**src/rtl/rqm_pkg.sv**
```systemverilog
package rqm_pkg;

  typedef enum logic [2:0] {
    RA_MODE = 3'd0,
    RA_SIZE = 3'd1,
    RA_ADD  = 3'd2,
    RA_REL  = 3'd3,
    RA_HALT = 3'd4,
    RA_DONE = 3'd5,
    RA_ERR  = 3'd6
  } reg_addr_e;

  localparam logic [31:0] MODE_SMALL = 32'd1;
  localparam logic [31:0] MODE_LARGE = 32'd7;

  function automatic logic [31:0] f_min(input logic [31:0] a, input logic [31:0] b);
    return (a < b) ? a : b;
  endfunction

  // Advance a ring index by n (n <= size), wrapping at size.
  function automatic logic [31:0] f_wrap_add(input logic [31:0] ptr, input logic [31:0] n,
                                             input logic [31:0] size);
    logic [31:0] s;
    s = ptr + n;
    return (s >= size) ? (s - size) : s;
  endfunction

  function automatic logic [31:0] f_ring_cap(input logic [31:0] mode, input int small_log2,
                                             input int large_log2);
    return (mode == MODE_SMALL) ? (32'd1 << small_log2) : (32'd1 << large_log2);
  endfunction

  function automatic logic [31:0] f_size_clamp(input logic [31:0] val, input logic [31:0] cap);
    return (val == 32'd0) ? 32'd1 : f_min(val, cap);
  endfunction

endpackage

```
**src/rtl/rqm_cfg.sv**
```systemverilog
module rqm_cfg
  import rqm_pkg::*;
#(
  parameter int IDX_W      = 14,
  parameter int LARGE_LOG2 = 12,
  parameter int RESET_SIZE = 16,
  localparam int CNT_W     = IDX_W + 1
) (
  input  logic             clk,
  input  logic             rst_n,
  input  logic             wr_mode,
  input  logic             wr_size,
  input  logic             wr_halt,
  input  logic [31:0]      wdata,
  input  logic             ring_empty,
  output logic [2:0]       mode_q,
  output logic [CNT_W-1:0] size_q,
  output logic             halt_q,
  output logic             cfg_reload
);

  logic        mode_ok;
  logic        size_ok;
  logic [31:0] cap_now;
  logic [31:0] cap_new;
  logic [31:0] size_next;

  assign cap_now   = f_ring_cap(32'(mode_q), IDX_W, LARGE_LOG2);
  assign cap_new   = f_ring_cap(wdata, IDX_W, LARGE_LOG2);
  assign mode_ok   = wr_mode && ring_empty && (wdata == MODE_SMALL || wdata == MODE_LARGE);
  assign size_ok   = wr_size && ring_empty;
  assign size_next = mode_ok ? f_min(32'(size_q), cap_new) : f_size_clamp(wdata, cap_now);
  assign cfg_reload = mode_ok || size_ok;

  always_ff @(posedge clk) begin
    if (!rst_n) begin
      mode_q <= MODE_LARGE[2:0];
      size_q <= CNT_W'(RESET_SIZE);
      halt_q <= 1'b1;
    end else begin
      if (mode_ok)    mode_q <= wdata[2:0];
      if (cfg_reload) size_q <= size_next[CNT_W-1:0];
      if (wr_halt)    halt_q <= wdata[0];
    end
  end

  // the size always sits between 1 and the cap of the current format
  a_r3_size_in_cap: assert property (@(posedge clk) disable iff (!rst_n)
    (size_q != '0) && (32'(size_q) <= cap_now));

  // a format write while entries are outstanding leaves the format unchanged
  a_r2_mode_locked: assert property (@(posedge clk) disable iff (!rst_n)
    (wr_mode && !ring_empty) |=> $stable(mode_q));

endmodule

```
**src/rtl/rqm_track.sv**
```systemverilog
module rqm_track
  import rqm_pkg::*;
#(
  parameter int IDX_W = 14,
  localparam int CNT_W = IDX_W + 1
) (
  input  logic             clk,
  input  logic             rst_n,
  input  logic [CNT_W-1:0] size_q,
  input  logic             halt_q,
  input  logic             cfg_reload,
  input  logic             add_wr,
  input  logic             rel_wr,
  input  logic             err_wr,
  input  logic [31:0]      wdata,
  input  logic             fetch_ack,
  input  logic             cmpl_valid,
  output logic             fetch_req,
  output logic [IDX_W-1:0] fetch_idx,
  output logic [CNT_W-1:0] done_cnt,
  output logic [IDX_W-1:0] rel_ptr,
  output logic             ovf_q,
  output logic             udf_q,
  output logic             ring_empty
);

  logic [CNT_W-1:0] pend_q, fly_q, done_q;
  logic [IDX_W-1:0] fptr_q, rptr_q;

  logic [31:0] size32, occ32, room32;
  logic [31:0] add_acc, rel_acc;
  logic        add_ovf, rel_udf;
  logic        fetch_fire, cmpl_fire;
  logic [31:0] pend_n, fly_n, done_n;
  logic [31:0] fptr_adv, rptr_adv;

  assign size32  = 32'(size_q);
  assign occ32   = 32'(pend_q) + 32'(fly_q) + 32'(done_q);
  assign room32  = size32 - occ32;

  assign add_acc = add_wr ? f_min(wdata, room32) : 32'd0;
  assign add_ovf = add_wr && (wdata > room32);
  assign rel_acc = rel_wr ? f_min(wdata, 32'(done_q)) : 32'd0;
  assign rel_udf = rel_wr && (wdata > 32'(done_q));

  assign fetch_req  = !halt_q && (pend_q != '0);
  assign fetch_fire = fetch_req && fetch_ack;
  assign cmpl_fire  = cmpl_valid && (fly_q != '0);

  assign pend_n = 32'(pend_q) + add_acc - 32'(fetch_fire);
  assign fly_n  = 32'(fly_q) + 32'(fetch_fire) - 32'(cmpl_fire);
  assign done_n = 32'(done_q) + 32'(cmpl_fire) - rel_acc;

  assign fptr_adv = f_wrap_add(32'(fptr_q), 32'(fetch_fire), size32);
  assign rptr_adv = f_wrap_add(32'(rptr_q), rel_acc, size32);

  always_ff @(posedge clk) begin
    if (!rst_n) begin
      pend_q <= '0;
      fly_q  <= '0;
      done_q <= '0;
      fptr_q <= '0;
      rptr_q <= '0;
      ovf_q  <= 1'b0;
      udf_q  <= 1'b0;
    end else begin
      pend_q <= pend_n[CNT_W-1:0];
      fly_q  <= fly_n[CNT_W-1:0];
      done_q <= done_n[CNT_W-1:0];
      if (cfg_reload) begin
        fptr_q <= '0;
        rptr_q <= '0;
      end else begin
        fptr_q <= fptr_adv[IDX_W-1:0];
        rptr_q <= rptr_adv[IDX_W-1:0];
      end
      ovf_q <= (ovf_q && !(err_wr && wdata[0])) || add_ovf;
      udf_q <= (udf_q && !(err_wr && wdata[1])) || rel_udf;
    end
  end

  assign fetch_idx  = fptr_q;
  assign done_cnt   = done_q;
  assign rel_ptr    = rptr_q;
  assign ring_empty = (occ32 == 32'd0);

  // outstanding entries never exceed the ring size
  a_r4_occ_bound: assert property (@(posedge clk) disable iff (!rst_n)
    occ32 <= size32);

  // the offered index is always inside the ring
  a_r5_idx_in_ring: assert property (@(posedge clk) disable iff (!rst_n)
    32'(fetch_idx) < size32);

  // an accepted completion with no release raises the done count by one
  a_r6_cmpl_counts: assert property (@(posedge clk) disable iff (!rst_n)
    (cmpl_fire && !rel_wr) |=> (32'(done_cnt) == 32'($past(done_cnt)) + 32'd1));

  // flags hold until cleared
  a_r10_ovf_sticky: assert property (@(posedge clk) disable iff (!rst_n)
    (ovf_q && !(err_wr && wdata[0])) |=> ovf_q);
  a_r10_udf_sticky: assert property (@(posedge clk) disable iff (!rst_n)
    (udf_q && !(err_wr && wdata[1])) |=> udf_q);

endmodule

```
**src/rtl/ring_queue_mgr.sv**
```systemverilog
module ring_queue_mgr
  import rqm_pkg::*;
#(
  parameter int IDX_W      = 14,
  parameter int LARGE_LOG2 = 12,
  parameter int RESET_SIZE = 16,
  localparam int CNT_W     = IDX_W + 1
) (
  input  logic             clk,
  input  logic             rst_n,
  input  logic             reg_wr,
  input  logic [2:0]       reg_addr,
  input  logic [31:0]      reg_wdata,
  output logic [31:0]      reg_rdata,
  output logic             fetch_req,
  input  logic             fetch_ack,
  output logic [IDX_W-1:0] fetch_idx,
  input  logic             cmpl_valid
);

  logic             wr_mode, wr_size, wr_add, wr_rel, wr_halt, wr_err;
  logic [2:0]       mode_q;
  logic [CNT_W-1:0] size_q;
  logic             halt_q, cfg_reload, ring_empty;
  logic [CNT_W-1:0] done_cnt;
  logic [IDX_W-1:0] rel_ptr;
  logic             ovf_q, udf_q;

  assign wr_mode = reg_wr && (reg_addr == RA_MODE);
  assign wr_size = reg_wr && (reg_addr == RA_SIZE);
  assign wr_add  = reg_wr && (reg_addr == RA_ADD);
  assign wr_rel  = reg_wr && (reg_addr == RA_REL);
  assign wr_halt = reg_wr && (reg_addr == RA_HALT);
  assign wr_err  = reg_wr && (reg_addr == RA_ERR);

  rqm_cfg #(
    .IDX_W(IDX_W), .LARGE_LOG2(LARGE_LOG2), .RESET_SIZE(RESET_SIZE)
  ) u_cfg (
    .clk(clk), .rst_n(rst_n),
    .wr_mode(wr_mode), .wr_size(wr_size), .wr_halt(wr_halt),
    .wdata(reg_wdata), .ring_empty(ring_empty),
    .mode_q(mode_q), .size_q(size_q), .halt_q(halt_q), .cfg_reload(cfg_reload)
  );

  rqm_track #(.IDX_W(IDX_W)) u_track (
    .clk(clk), .rst_n(rst_n),
    .size_q(size_q), .halt_q(halt_q), .cfg_reload(cfg_reload),
    .add_wr(wr_add), .rel_wr(wr_rel), .err_wr(wr_err), .wdata(reg_wdata),
    .fetch_ack(fetch_ack), .cmpl_valid(cmpl_valid),
    .fetch_req(fetch_req), .fetch_idx(fetch_idx),
    .done_cnt(done_cnt), .rel_ptr(rel_ptr),
    .ovf_q(ovf_q), .udf_q(udf_q), .ring_empty(ring_empty)
  );

  always_comb begin
    reg_rdata = '0;
    case (reg_addr)
      RA_MODE: reg_rdata = 32'(mode_q);
      RA_SIZE: reg_rdata = 32'(size_q);
      RA_HALT: reg_rdata = {31'd0, halt_q};
      RA_DONE: begin
        reg_rdata[CNT_W-1:0]   = done_cnt;
        reg_rdata[16 +: IDX_W] = rel_ptr;
      end
      RA_ERR:  reg_rdata = {30'd0, udf_q, ovf_q};
      default: reg_rdata = '0;
    endcase
  end

  // a halted unit never offers a descriptor
  a_r9_halt_blocks: assert property (@(posedge clk) disable iff (!rst_n)
    halt_q |-> !fetch_req);

  // an acknowledged fetch moves the offered index on the next cycle
  a_r5_fetch_moves: assert property (@(posedge clk) disable iff (!rst_n)
    (fetch_req && fetch_ack && !cfg_reload && size_q != CNT_W'(1)) |=> !$stable(fetch_idx));

endmodule

```
**config.mk**
```make
export PLATFORM = sky130hd
export DESIGN_NAME = ring_queue_mgr
export DESIGN_NICKNAME = d
export VERILOG_FILES = /design/src/rtl/rqm_pkg.sv /design/src/rtl/rqm_cfg.sv /design/src/rtl/rqm_track.sv /design/src/rtl/ring_queue_mgr.sv
export SDC_FILE = /design/constraint.sdc
export NUM_CORES = 1
export LEC_CHECK = 0
export ABC_AREA = 0
export BUFFER_PORTS_ARGS = -buffer_cell sky130_fd_sc_hd__buf_2
export CAP_MARGIN = 30
export CORE_MARGIN = 1
export CORE_UTILIZATION = 52
export DETAILED_ROUTE_END_ITERATION = 8
export PLACE_DENSITY = 0.74
export SYNTH_ARGS = -nofsm -noshare
export SYNTH_HDL_FRONTEND = slang
export SYNTH_HIERARCHICAL = 1
export SYNTH_SLANG_ARGS = --single-unit
```
**constraint.sdc**
```tcl
create_clock -name clk -period 10.7 [get_ports clk]
set_clock_uncertainty 0.15 [all_clocks]
set_input_delay 2.14 -clock clk [delete_from_list [all_inputs] [get_ports clk]]
set_output_delay 2.14 -clock clk [all_outputs]
set_load 0.05 [all_outputs]
```
Word level (Yosys, flattened, before mapping):

Cells that the tools add are included.

* $add $sub $neg: 13
* multiply operators: 0
* divide/modulo/power cells: 0
* $lt $le $gt $ge: 8
* equal/unequal tests: 10
* shifts and indexed selects: 0
* muxes and demuxes: 14
* bitwise operators: 1
* reductions and logical operators: 32

Operators by type and width (number)
* $mux 15: 8
* $pmux 15 s5: 1
* $logic_not 32->1: 2
* $lt 32x15->1: 2
* $mux 32: 2
* $mux 14: 3
* $add 14x32->32: 1
* $add 32x15->32: 1
* $eq 32x1->1 const B: 1
* $eq 32x3->1 const B: 1
* $ge 32x15->1: 1
* $gt 32x15->1: 1
* $gt 32x32->1: 1
* $lt 32x32->1: 1
* $sub 15x32->32: 1
* $add 15x1->15: 2
* $reduce_bool 15->1: 2
* $sub 15x1->15: 2
* $sub 14x14->14: 2
* $logic_and 1x1->1: 18
* $add 15x15->16: 1
* $add 14x1->15: 1
* $add 15x15->15: 1
* $ge 15x15->1: 1
* other kinds (12): 21

* register bits after elaboration: 94
* bits in latches: 0
* bits in writable memories: 0
* bits in read-only memories: 0
* output and inout bits: 47
* memories: 0

Logic depth before layout (Yosys ltp):

Gate-level depths: netlist of the first run.

* depth in word-level cells: 8
* mapped depth: 45
* depth with buffers taken out: 44

Cells and area by module:

The synthesis of the first run kept the hierarchy.

By module, submodules not included
* rqm_track: times used 1, cells an instance 1266, area each 10154.7 um^2, seq. area each 1501.4 um^2
* rqm_cfg: times used 1, cells an instance 97, area each 987.2 um^2, seq. area each 380.4 um^2
* ring_queue_mgr: times used 1, cells an instance 63, area each 467.9 um^2, seq. area each 0.0 um^2

Worst setup path before layout of the first run:

OpenSTA, ideal clock, no wires.

* kind: register to register
* start point: reg u_track.done_q[1], in the netlist u_track/done_cnt[1]
* end point: reg u_track.pend_q[13]
* setup time: 115 ps
* arrival: 8750 ps
* required time: 10435 ps
* setup slack: 1685 ps
* stages on the path, launching flop included: 45
* buffers on the path: 1
* clock period less this slack: 9015 ps
* path through: dfxtp_1 > inv_1 > fa_1 > inv_1 > ha_1 > fa_1 > a21oi_1 > nor2b_1 > nor2_1 > xor2_1 > ha_1 > o21ai_1 > a21boi_0 > o41ai_1 > a21oi_1 > maj3_1 > o211a_1 > o21ai_1 > [9 not listed] > nor2_1 > clkbuf_1 > nand2_1 > o21ai_0 > nand2_1 > ha_1 > inv_1 > ha_1 > a21o_1 > a21o_1 > a21o_1 > a21o_1 > a21oi_1 > o21ai_1 > o41ai_1 > o21ai_1 > xor2_1 > and2_1

* longest elaborated chain between the ends: 7

Ends and longest elaborated chain
* from (decl): line rqm_track.sv:27 `logic [CNT_W-1:0] pend_q, fly_q, done_q;`
* from (signal assigned): line rqm_track.sv:69 `done_q <= done_n[CNT_W-1:0];`
* $add 32x15->32 (*): line rqm_track.sv:38 `assign occ32 = 32'(pend_q) + 32'(fly_q) + 32'(done_q);`
* $sub 15x32->32 (*): line rqm_track.sv:39 `assign room32 = size32 - occ32;`
* $lt 32x32->1: line rqm_pkg.sv:17 `return (a < b) ? a : b;`
* $mux 15 (*): line rqm_pkg.sv:17
* $mux 15 (*): line rqm_track.sv:41 `assign add_acc = add_wr ? f_min(wdata, room32) : 32'd0;`
* $add 15x15->15 (*): line rqm_track.sv:50 `assign pend_n = 32'(pend_q) + add_acc - 32'(fetch_fire);`
* $sub 15x1->15 (*): line rqm_track.sv:50
* to (signal assigned): line rqm_track.sv:67 `pend_q <= pend_n[CNT_W-1:0];`
* to (decl): line rqm_track.sv:27

Mark *: on every way between the ends. The rest lies on a longest branch, timed or not.
A chain may end at the register's enable or synchronous reset.

Worst setup path after layout of the first run:

Ends and elaborated chain as after synthesis.

==> run metrics, run 1 <==
Placement Rows=54; Sequential Power Share=13.5%; Syn Inst Count=1426; Cell Pwr Density=343 nW/um2; slowest stage delay, CP=530 ps; Arr. time, crit path=9640 ps; die height=151 um; Port Buf Inserts=83; Yosys cell types=85; first-pass GRT wire length=50600 um; DR WL met2=14500 um; slack of the critical path=1160 ps; Tightest Pin Transition=905 ps; H-tree depth=3; CTS tree=built; Setup CP Type=reg2reg; total vias in the final route=10600; Worst R2R Path Depth=45; worst hold-check path type=reg2reg; CP required=10810 ps; antenna violations before repair=1; clock buffer depth=2; ratio of cells with drive above 1 in the final layout=8.88%; Crit. End Element=flop; post-CTS sizing=0; post-route ant nets=0; Leak=6.08 nW; P_sw=2.22 mW; final max-slew violation count=0; Top FF cell, synth=dfxtp_1; most frequent cells in the layout=198 x ha_1, 162 x inv_1, 99 x nor2_1; Clk pin slew, worst setup/hold paths=70 ps; clock share of power=7.6%; Clock Latency Late Sink=360 ps; total CTS buffers=9; pre-CTS WS=876 ps; CORE AREA=21900 um2; number of flops mapped to enable cells by yosys=0; Post-synth ARST share=0%; switch share=51.7%; full die area=22900 um2; initial core utilization=53.0%; # IOs=87; largest net degree at the start of global routing=69; CP startpoint kind=flop; gr ovfl total=0; clk root buf=clkbuf_16; post-CTS setup buffer count=0; # setup viols final=0; total track usage=29.0%; Fillers=2031; WL/cell=18.6 um; Detail Route met3 WL=2430 um; Syn. warnings=6; DR iter-0 viols=829; gpl congestion=0.955; Int Pwr=2.07 mW; Seq/Total Area, Yosys=16.2%; Top Layer Used=met4; Max Clock Freq=105 MHz; vias in the first global route=9715; Synth Cell Area=11600 um2; Setup TNS=0 ps; fin crit period=9540 ps; Mapped Avg Cell Area=8.14 um2; Slowest cell on crit path=fa_1; Routed WL=33000 um; crit-path max FO=25; commonest non-fill, non-tap cell in the layout=ha_1; number of remaining DRC errors=0; Area growth syn-to-layout=7.78%; number of synthesized register bits=94; RSZ-0062 raised after global routing=no; hold-critical path depth=1; DRT Pass-1 Iters=5; Final Hold Vio Count=0; die width=151 um; hold buffers post-CTS=0; Max-slew headroom=39.7%; Final nets=1753; max_cap viols=0; CP most frequent cell=a21o_1; run status=completed; final worst-path cycle share=89.1%; HPWL after DPL=26500 um; combinational power share=78.9%; WL met1=15100 um; vias per inst=5.94; VDD IR max=0.000183 V; Sink Count=94
## routing by layer
metal,global-route usage [%],vias to the layer above
met4,10.8,0
met5,0,-
li1,-,5201
met3,4.97,71
met1,38.5,4926
met2,46.6,370
## logic make-up after synthesis
| group | after synthesis | share of synthesized area (%) |
|---|---|---|
| adders and majority gates | 223 | 25.5 |
| DFF | 94 | 16.2 |
| AOI/OAI and AO/OA | 320 | 18.9 |
| and+or+nand+nor | 444 | 20.8 |
| other | 1 | 0.0323 |
| buffers and inverters | 197 | 6.97 |
| xor gates and xnor gates | 101 | 7.62 |
| muxes | 46 | 3.99 |
## power by group through the flow
stage / Sequential, mW / Combinational [mW] / Clock (mW)
finish: 0.580 / 3.39 / 0.327
global route: 0.594 / 3.76 / 0.350
CTS: 0.580 / 3.32 / 0.334
detailed placement: 0.588 / 3.29 / 0
global placement: 0.584 / 3.23 / 0
floorplan: 0.598 / 2.60 / 0
## worst paths after layout
kind / startpoint / to / slack (ps)
worst min register to register: u_cfg/mode_q[1] / u_cfg/mode_q[1] / 350
worst max-delay path: u_track/done_cnt[1] / u_track/pend_q[13] / 1160
worst max register to register: u_track/done_cnt[1] / u_track/pend_q[13] / 1160
worst min-delay path: u_cfg/mode_q[1] / u_cfg/mode_q[1] / 350
## registers in the layout, indices dropped and copies added (netlist names)
register           cells
u_track/ovf_q          1
u_cfg/size_q          15
u_cfg/halt_q           1
u_track/udf_q          1
u_cfg/mode_q           3
u_track/fetch_idx     14
u_track/pend_q        15
u_track/fly_q         15
u_track/rel_ptr       14
u_track/done_cnt      15
## cell usage after synthesis, types with 24 or more instances
cell type	number	area, um2
nor2b_1	26	163
dfxtp_1	94	1880
nor3_1	34	170
nand3_1	24	120
mux2i_1	44	440
and3_1	31	194
o21ai_0	59	295
nand2_1	60	225
and2_1	48	300
xor2_1	41	359
xnor2_1	60	526
inv_1	162	608
ha_1	198	2480
a21oi_1	71	355
a21o_1	39	293
nor2_1	99	372
nand2b_1	30	188
## through the flow
| step | std cells | util (%) | instance area [um2] | hold WS, ps | total power, mW |
|---|---|---|---|---|---|
| after CTS | 1776 | 57.1 | 12500 | 352 | 4.23 |
| after floorplan | 1428 | - | 11600 | 288 | 3.19 |
| final | 1778 | 57.2 | 12500 | 351 | 4.29 |
| after global routing | 1778 | 57.2 | 12500 | 385 | 4.70 |
| after detailed placement | 1760 | 55.8 | 12200 | 328 | 3.87 |
| after global placement | 1760 | 55.8 | 12200 | 326 | 3.81 |
## area by class of cell
class	count	area [um2]	share of cell area (%)
Antenna cell	1	2.50	0.0200
Clock buffer	11	243	1.94
Clock inverter	5	43.8	0.350
Inverter	162	608	4.86
Multi-Input combinational cell	1137	8930	71.4
Sequential cell	94	1880	15.0
Tap cell	280	350	2.80
Timing Repair Buffer	88	453	3.62
## critical path, delay by kind of cell (launching register included)
kind                     cells  cell delay [ps]
AO/OA/AOI/OAI               23             4300
adder cells (fa/ha/maj)      8             2570
AND/OR/NAND/NOR              7              930
buffers and inverters        5              740
flip-flops                   1              390
XOR/XNOR                     2              360
(Power assumes the default switching activity.)
==> run 2: changes to the inputs <==
--- a/config.mk
+++ b/config.mk
@@ -10,7 +10,9 @@
 export CAP_MARGIN = 30
 export CORE_MARGIN = 1
 export CORE_UTILIZATION = 52
+export CTS_BUF_LIST = sky130_fd_sc_hd__clkbuf_16
 export DETAILED_ROUTE_END_ITERATION = 8
+export GPL_TIMING_DRIVEN = 0
 export PLACE_DENSITY = 0.74
 export SYNTH_ARGS = -nofsm -noshare
 export SYNTH_HDL_FRONTEND = slang
==> constraint.sdc (replaced) <==
create_clock -name clk -period 11.05 [get_ports clk]
set_clock_uncertainty 0.15 [all_clocks]
set_input_delay 2.21 -clock clk [delete_from_list [all_inputs] [get_ports clk]]
set_output_delay 2.21 -clock clk [all_outputs]
set_load 0.05 [all_outputs]
==> run 2 against run 1 <==
Compared with the run above:
- cell count up 1.5%
- critical path type unchanged
- final area up 1.4%
- critical endpoint unchanged
- highest routed layer unchanged
- global-route usage up 0.56 points
- combinational power down 4%
- worst hold slack better by 22 ps
- largest cell class unchanged
==> run metrics, run 2 (synthesis results as in run 1) <==
run status=completed; WHS=374 ps; Final Cell Area=12700 um2; clock share of power=8.2%; WL/cell=18.3 um; max_cap viols=0; Cell Pwr Density=329 nW/um2; total CTS buffers=9; die width=151 um; H-tree depth=3; Int Pwr=2.05 mW; gr ovfl total=0; CORE AREA=21900 um2; slack of the critical path=948 ps; fin crit period=10100 ps; commonest non-fill, non-tap cell in the layout=ha_1; die height=151 um; Setup TNS=0 ps; total vias in the final route=10700; Final Hold Vio Count=0; Area growth syn-to-layout=9.34%; post-route ant nets=0; clk root buf=clkbuf_16; largest net degree at the start of global routing=16; switch share=50.9%; first-pass GRT wire length=51500 um; combinational power share=78.3%; Placement Rows=54; Sequential Power Share=13.6%; full die area=22900 um2; ratio of cells with drive above 1 in the final layout=9.25%; most frequent cells in the layout=198 x ha_1, 162 x inv_1, 99 x nor2_1; final worst-path cycle share=91.4%; Crit. End Element=flop; CP most frequent cell=a21o_1; Leak=6.17 nW; VDD IR max=0.000163 V; worst hold-check path type=reg2reg; CP required=11160 ps; pre-CTS WS=1050 ps; post-CTS sizing=0; Sink Count=94; Final nets=1782; total track usage=29.5%; initial core utilization=53.0%; DR iter-0 viols=803; Port Buf Inserts=81; placed cell area=12400 um2; DRT Pass-1 Iters=7; RSZ-0062 raised after global routing=no; vias in the first global route=9925; Slowest cell on crit path=fa_1; # IOs=87; slowest stage delay, CP=550 ps; post-CTS setup buffer count=0; CTS tree=built; vias per inst=5.93; Max Clock Freq=99.0 MHz; antenna violations before repair=0; number of remaining DRC errors=0; Setup CP Type=reg2reg; Worst R2R Setup Slack=950 ps; diodes inserted=0; Arr. time, crit path=10210 ps; Clk pin slew, worst setup/hold paths=70 ps; final max-slew violation count=0; HPWL after DPL=27100 um; Tightest Pin Transition=711 ps; clock buffer depth=2; gpl congestion=0.972; # setup viols final=0; crit-path max FO=13; P_sw=2.12 mW; Max-slew headroom=51.4%; Clock Latency Late Sink=360 ps; Fillers=2010; hold buffers post-CTS=0; Routed WL=33000 um; CP startpoint kind=flop
[run 2: changes by cell type in the layout (fill, tap and decap cells not counted), moves of 2 or more]
cell,delta
buf_2,+3
bufinv_16,+2
clkbuf_1,+17
buf_6,+7
[run 2: stage by stage]
| stage | instances | power [mW] | utilization (%) |
|---|---|---|---|
| 6_report | 1805 | 4.17 | 58.0 |
| 5_1_grt | 1805 | 4.57 | 58.0 |
| 2_1_floorplan | 1428 | 3.09 | - |
| 4_1_cts | 1805 | 4.12 | 58.0 |
| 3_5_place_dp | 1790 | 3.75 | 56.6 |
| 3_3_place_gp | 1789 | 3.66 | 56.5 |
[run 2: worst max-delay path: cells and delay by family, from the launching register on]
family                     cells  cell delay, ps
AOI/OAI and AO/OA             25            4750
xor gates and xnor gates       2             430
adders and majority gates      7            2520
buffers and inverters          5             770
DFF                            1             450
and+or+nand+nor                5             920
[run 2: final cells by class]
type / instances / area (um2) / share of cell area (%)
multi-input combinational: 1137 / 8930 / 70.3
tap: 280 / 350 / 2.76
buffer: 35 / 203 / 1.60
clock buffer: 9 / 225 / 1.77
clock inverter: 6 / 87.6 / 0.690
timing repair buffer: 82 / 413 / 3.25
sequential: 94 / 1880 / 14.8
inverter: 162 / 608 / 4.79
[run 2: path summary, 6_finish.rpt]
path / startpoint / cells after the start / endpoint
setup / recovery: u_track/done_cnt[2] / 44 / u_track/pend_q[13]
hold / removal: u_cfg/mode_q[2] / 1 / u_cfg/mode_q[2]
setup reg to reg: u_track/done_cnt[2] / 44 / u_track/pend_q[13]
hold reg to reg: u_cfg/mode_q[2] / 1 / u_cfg/mode_q[2]
[run 2: power by group through the flow]
stage	sequential (mW)	clock (mW)	combinational [mW]
3_3_place_gp	0.570	0	3.09
5_1_grt	0.579	0.358	3.63
6_report	0.565	0.342	3.27
3_5_place_dp	0.573	0	3.18
2_1_floorplan	0.579	0	2.51
4_1_cts	0.565	0.347	3.20
[run 2: per-layer routing]
layer / GRT usage (%) / vias to the layer above / share of wire [%]
met5: 0 / - / 0
met4: 12.5 / 0 / 3.8
met3: 4.67 / 71 / 6.6
met2: 47.3 / 383 / 44
met1: 39.1 / 4982 / 45
li1: - / 5271 / -
==> run 3: changes to the inputs <==
--- a/config.mk
+++ b/config.mk
@@ -9,12 +9,11 @@
 export BUFFER_PORTS_ARGS = -buffer_cell sky130_fd_sc_hd__buf_2
 export CAP_MARGIN = 30
 export CORE_MARGIN = 1
-export CORE_UTILIZATION = 52
+export CORE_UTILIZATION = 45
 export CTS_BUF_LIST = sky130_fd_sc_hd__clkbuf_16
 export DETAILED_ROUTE_END_ITERATION = 8
 export GPL_TIMING_DRIVEN = 0
-export PLACE_DENSITY = 0.74
+export PLACE_DENSITY = 0.66
 export SYNTH_ARGS = -nofsm -noshare
 export SYNTH_HDL_FRONTEND = slang
-export SYNTH_HIERARCHICAL = 1
 export SYNTH_SLANG_ARGS = --single-unit
==> run 3 against run 2 <==
Compared with the run above:
- the run now ends with DRC left
- critical endpoint is now u_track.pend_q[14]
- sequential share of layout area decreased by 0.76 points
- largest cell class unchanged
- critical path type unchanged
- register-to-register slack worse by 510 ps
- via count increased by 9.5%
- worst hold slack worse by 20 ps
- count of clock-buffer cells in the layout stayed put
- fmax is 4.8% lower
- highest routed layer is now met5
- largest power group unchanged
- combinational power up 17%
- clock power increased by 4%
- utilization shrank 6.7 points
==> run metrics, run 3 <==
VDD IR max=0.000160 V; DR iter-0 viols=875; antenna violations before repair=0; CP most frequent cell=ha_1; Worst R2R Path Depth=48; vias in the first global route=10700; worst flop-to-flop path startpoint=u_track.fly_q[0]; first-pass GRT wire length=55900 um; total track usage=26.8%; placed cell area=12900 um2; Max Clock Freq=94.3 MHz; Slowest cell on crit path=or4_1; max_cap viols=0; CP startpoint kind=flop; total vias in the final route=11700; fin crit period=10610 ps; crit path capture=u_track.pend_q[14]; Mapped Avg Cell Area=7.72 um2; RSZ-0062 raised after global routing=yes; largest net degree at the start of global routing=17; Top FF cell, synth=dfxtp_1; Port Buf Inserts=82; failing checks=DRC; Placement Rows=59; full die area=27300 um2; Post-synth ARST share=0%; Syn Inst Count=1556; Synth area leader=ha_1; crit-path max FO=10; Sink Count=94; gr ovfl total=0; post-layout util=51.3%; Syn. warnings=0; most frequent cells in the layout=211 x ha_1, 157 x inv_1, 140 x a21oi_1; Max-slew headroom=41.7%; # IOs=87; Cell Pwr Density=355 nW/um2; Yosys cell types=81; gpl congestion=0.955; largest cells by area after synthesis=ha_1 22%, dfxtp_1 16%, a21oi_1 5.9%; final max-slew violation count=0; slack of the critical path=442 ps; Tightest Pin Transition=872 ps; initial core utilization=45.9%; CP required=11140 ps; reg-to-reg endpoint=u_track.pend_q[14]; worst hold-check path type=reg2reg; Final Cell Area=13400 um2; number of synthesized register bits=94; clock buffer depth=2; die width=165 um; run status=finished with violations; number of remaining DRC errors=12; # setup viols final=0; Clk pin slew, worst setup/hold paths=70 ps; Final nets=1923; CTS tree=built; H-tree depth=3; count leader, synth=ha_1; Arr. time, crit path=10690 ps; post-synth top area share=22.1%; ratio of cells with drive above 1 in the final layout=11.3%; Seq/Total Area, Yosys=15.7%; Leak=6.29 nW; slowest stage delay, CP=700 ps; Synth Cell Area=12000 um2; critical path buffer and inverter count=4; cell count along the critical path=48; Routed WL=36200 um; Clock Latency Late Sink=370 ps; Critical Path Start=u_track.fly_q[0]; diodes inserted=0; die height=165 um; DRT Pass-1 Iters=7; pre-CTS WS=-1210 ps; HPWL after DPL=29700 um; CORE AREA=26100 um2; top post-synthesis cells by count=212 x ha_1, 156 x inv_1, 141 x a21oi_1, 122 x nor2_1, 94 x dfxtp_1; Fillers=2620; Worst R2R Setup Slack=440 ps; Area growth syn-to-layout=11.6%; number of flops mapped to enable cells by yosys=0; post-route ant nets=0; Setup CP Type=reg2reg; vias per inst=5.86; commonest non-fill, non-tap cell in the layout=ha_1; total CTS buffers=9; CP top delay family=compound AO/OA/AOI/OAI gates; WL/cell=18.1 um; Crit. End Element=flop; Final Hold Vio Count=0; clk root buf=clkbuf_16; final worst-path cycle share=96.0%
## run 3: cell types whose count changed in the layout (fill, tap and decap cells not counted), moves of 19 or more
cell	change
a21oi_1	+69
nand2b_1	-19
nand3_1	+26
mux2i_1	-39
o21ai_0	+19
nor2_1	+23
or2_2	+21
## run 3: worst reg2reg max path: cells and delay by family, from the launching register on
family / cells / cell delay, ps
fa+ha+maj: 9 / 2950
compound gates: 25 / 4190
buf+inv: 4 / 570
flops: 1 / 380
simple gates: 10 / 2250
## run 3: area by class of cell
| cell class | instances | area [um2] | area share, % |
|---|---|---|---|
| Inverter | 156 | 586 | 4.37 |
| Sequential cell | 94 | 1880 | 14.1 |
| Clock inverter | 7 | 96.3 | 0.719 |
| Clock buffer | 9 | 225 | 1.68 |
| Multi-Input combinational cell | 1264 | 9520 | 71.0 |
| Tap cell | 335 | 419 | 3.13 |
| Buffer | 43 | 179 | 1.34 |
| Timing Repair Buffer | 94 | 494 | 3.69 |
## run 3: where the power goes
group          switching, mW  leakage, nW  internal (mW)
clock network          0.157        0.154          0.200
logic                   2.21         5.36           1.63
registers              0.124        0.775          0.446
total                   2.49         6.29           2.27
## run 3: worst min-delay path by stage
stage | start | endpoint | slack, ps | cells past startpoint
floorplan | u_cfg.mode_q[0] | u_cfg.mode_q[0] | 290 | 1
global placement | u_track.ovf_q | u_track.ovf_q | 320 | 2
detailed placement | u_track.ovf_q | u_track.ovf_q | 340 | 2
CTS | u_track.ovf_q | u_track.ovf_q | 350 | 2
global route | u_cfg.mode_q[0] | u_cfg.mode_q[0] | 370 | 1
finish | u_track.udf_q | u_track.udf_q | 350 | 2
## run 3: stage by stage
| stage | power (mW) | hold slack (ps) | TNS (ps) | std cells |
|---|---|---|---|---|
| finish | 4.76 | 354 | 0 | 2002 |
| global route | 5.24 | 368 | -170 | 2002 |
| CTS | 4.64 | 348 | 0 | 1997 |
| detailed placement | 4.21 | 336 | -3070 | 1977 |
| global placement | 4.15 | 320 | -2570 | 1975 |
| floorplan | 3.48 | 288 | 0 | 1558 |
## run 3: cells by family (layout without fill, tap and decap cells)
| family | after synthesis | after routing | share of synthesized area [%] |
|---|---|---|---|
| xor+xnor | 111 | 111 | 8.41 |
| other cells | 1 | 3 | 0.0312 |
| fa+ha+maj | 223 | 223 | 23.8 |
| flops | 94 | 94 | 15.7 |
| compound gates | 456 | 456 | 25.0 |
| buf+inv | 200 | 309 | 6.36 |
| simple gates | 465 | 465 | 20.2 |
| mux | 6 | 6 | 0.511 |
## run 3: routing by layer
layer	GRT usage, %	routed length, um
met1	36.5	16600
met2	42.6	15900
met3	5.54	2910
met4	6.53	698
met5	1.14	44
## run 3: repair_timing
item | CTS | global route
pin swaps | 3 | 7
hold buffers | 0 | 0
gates resized for setup | 11 | 20
gates cloned | 0 | 0
setup endpoints to repair | 7 | 8
setup buffers | 4 | 6
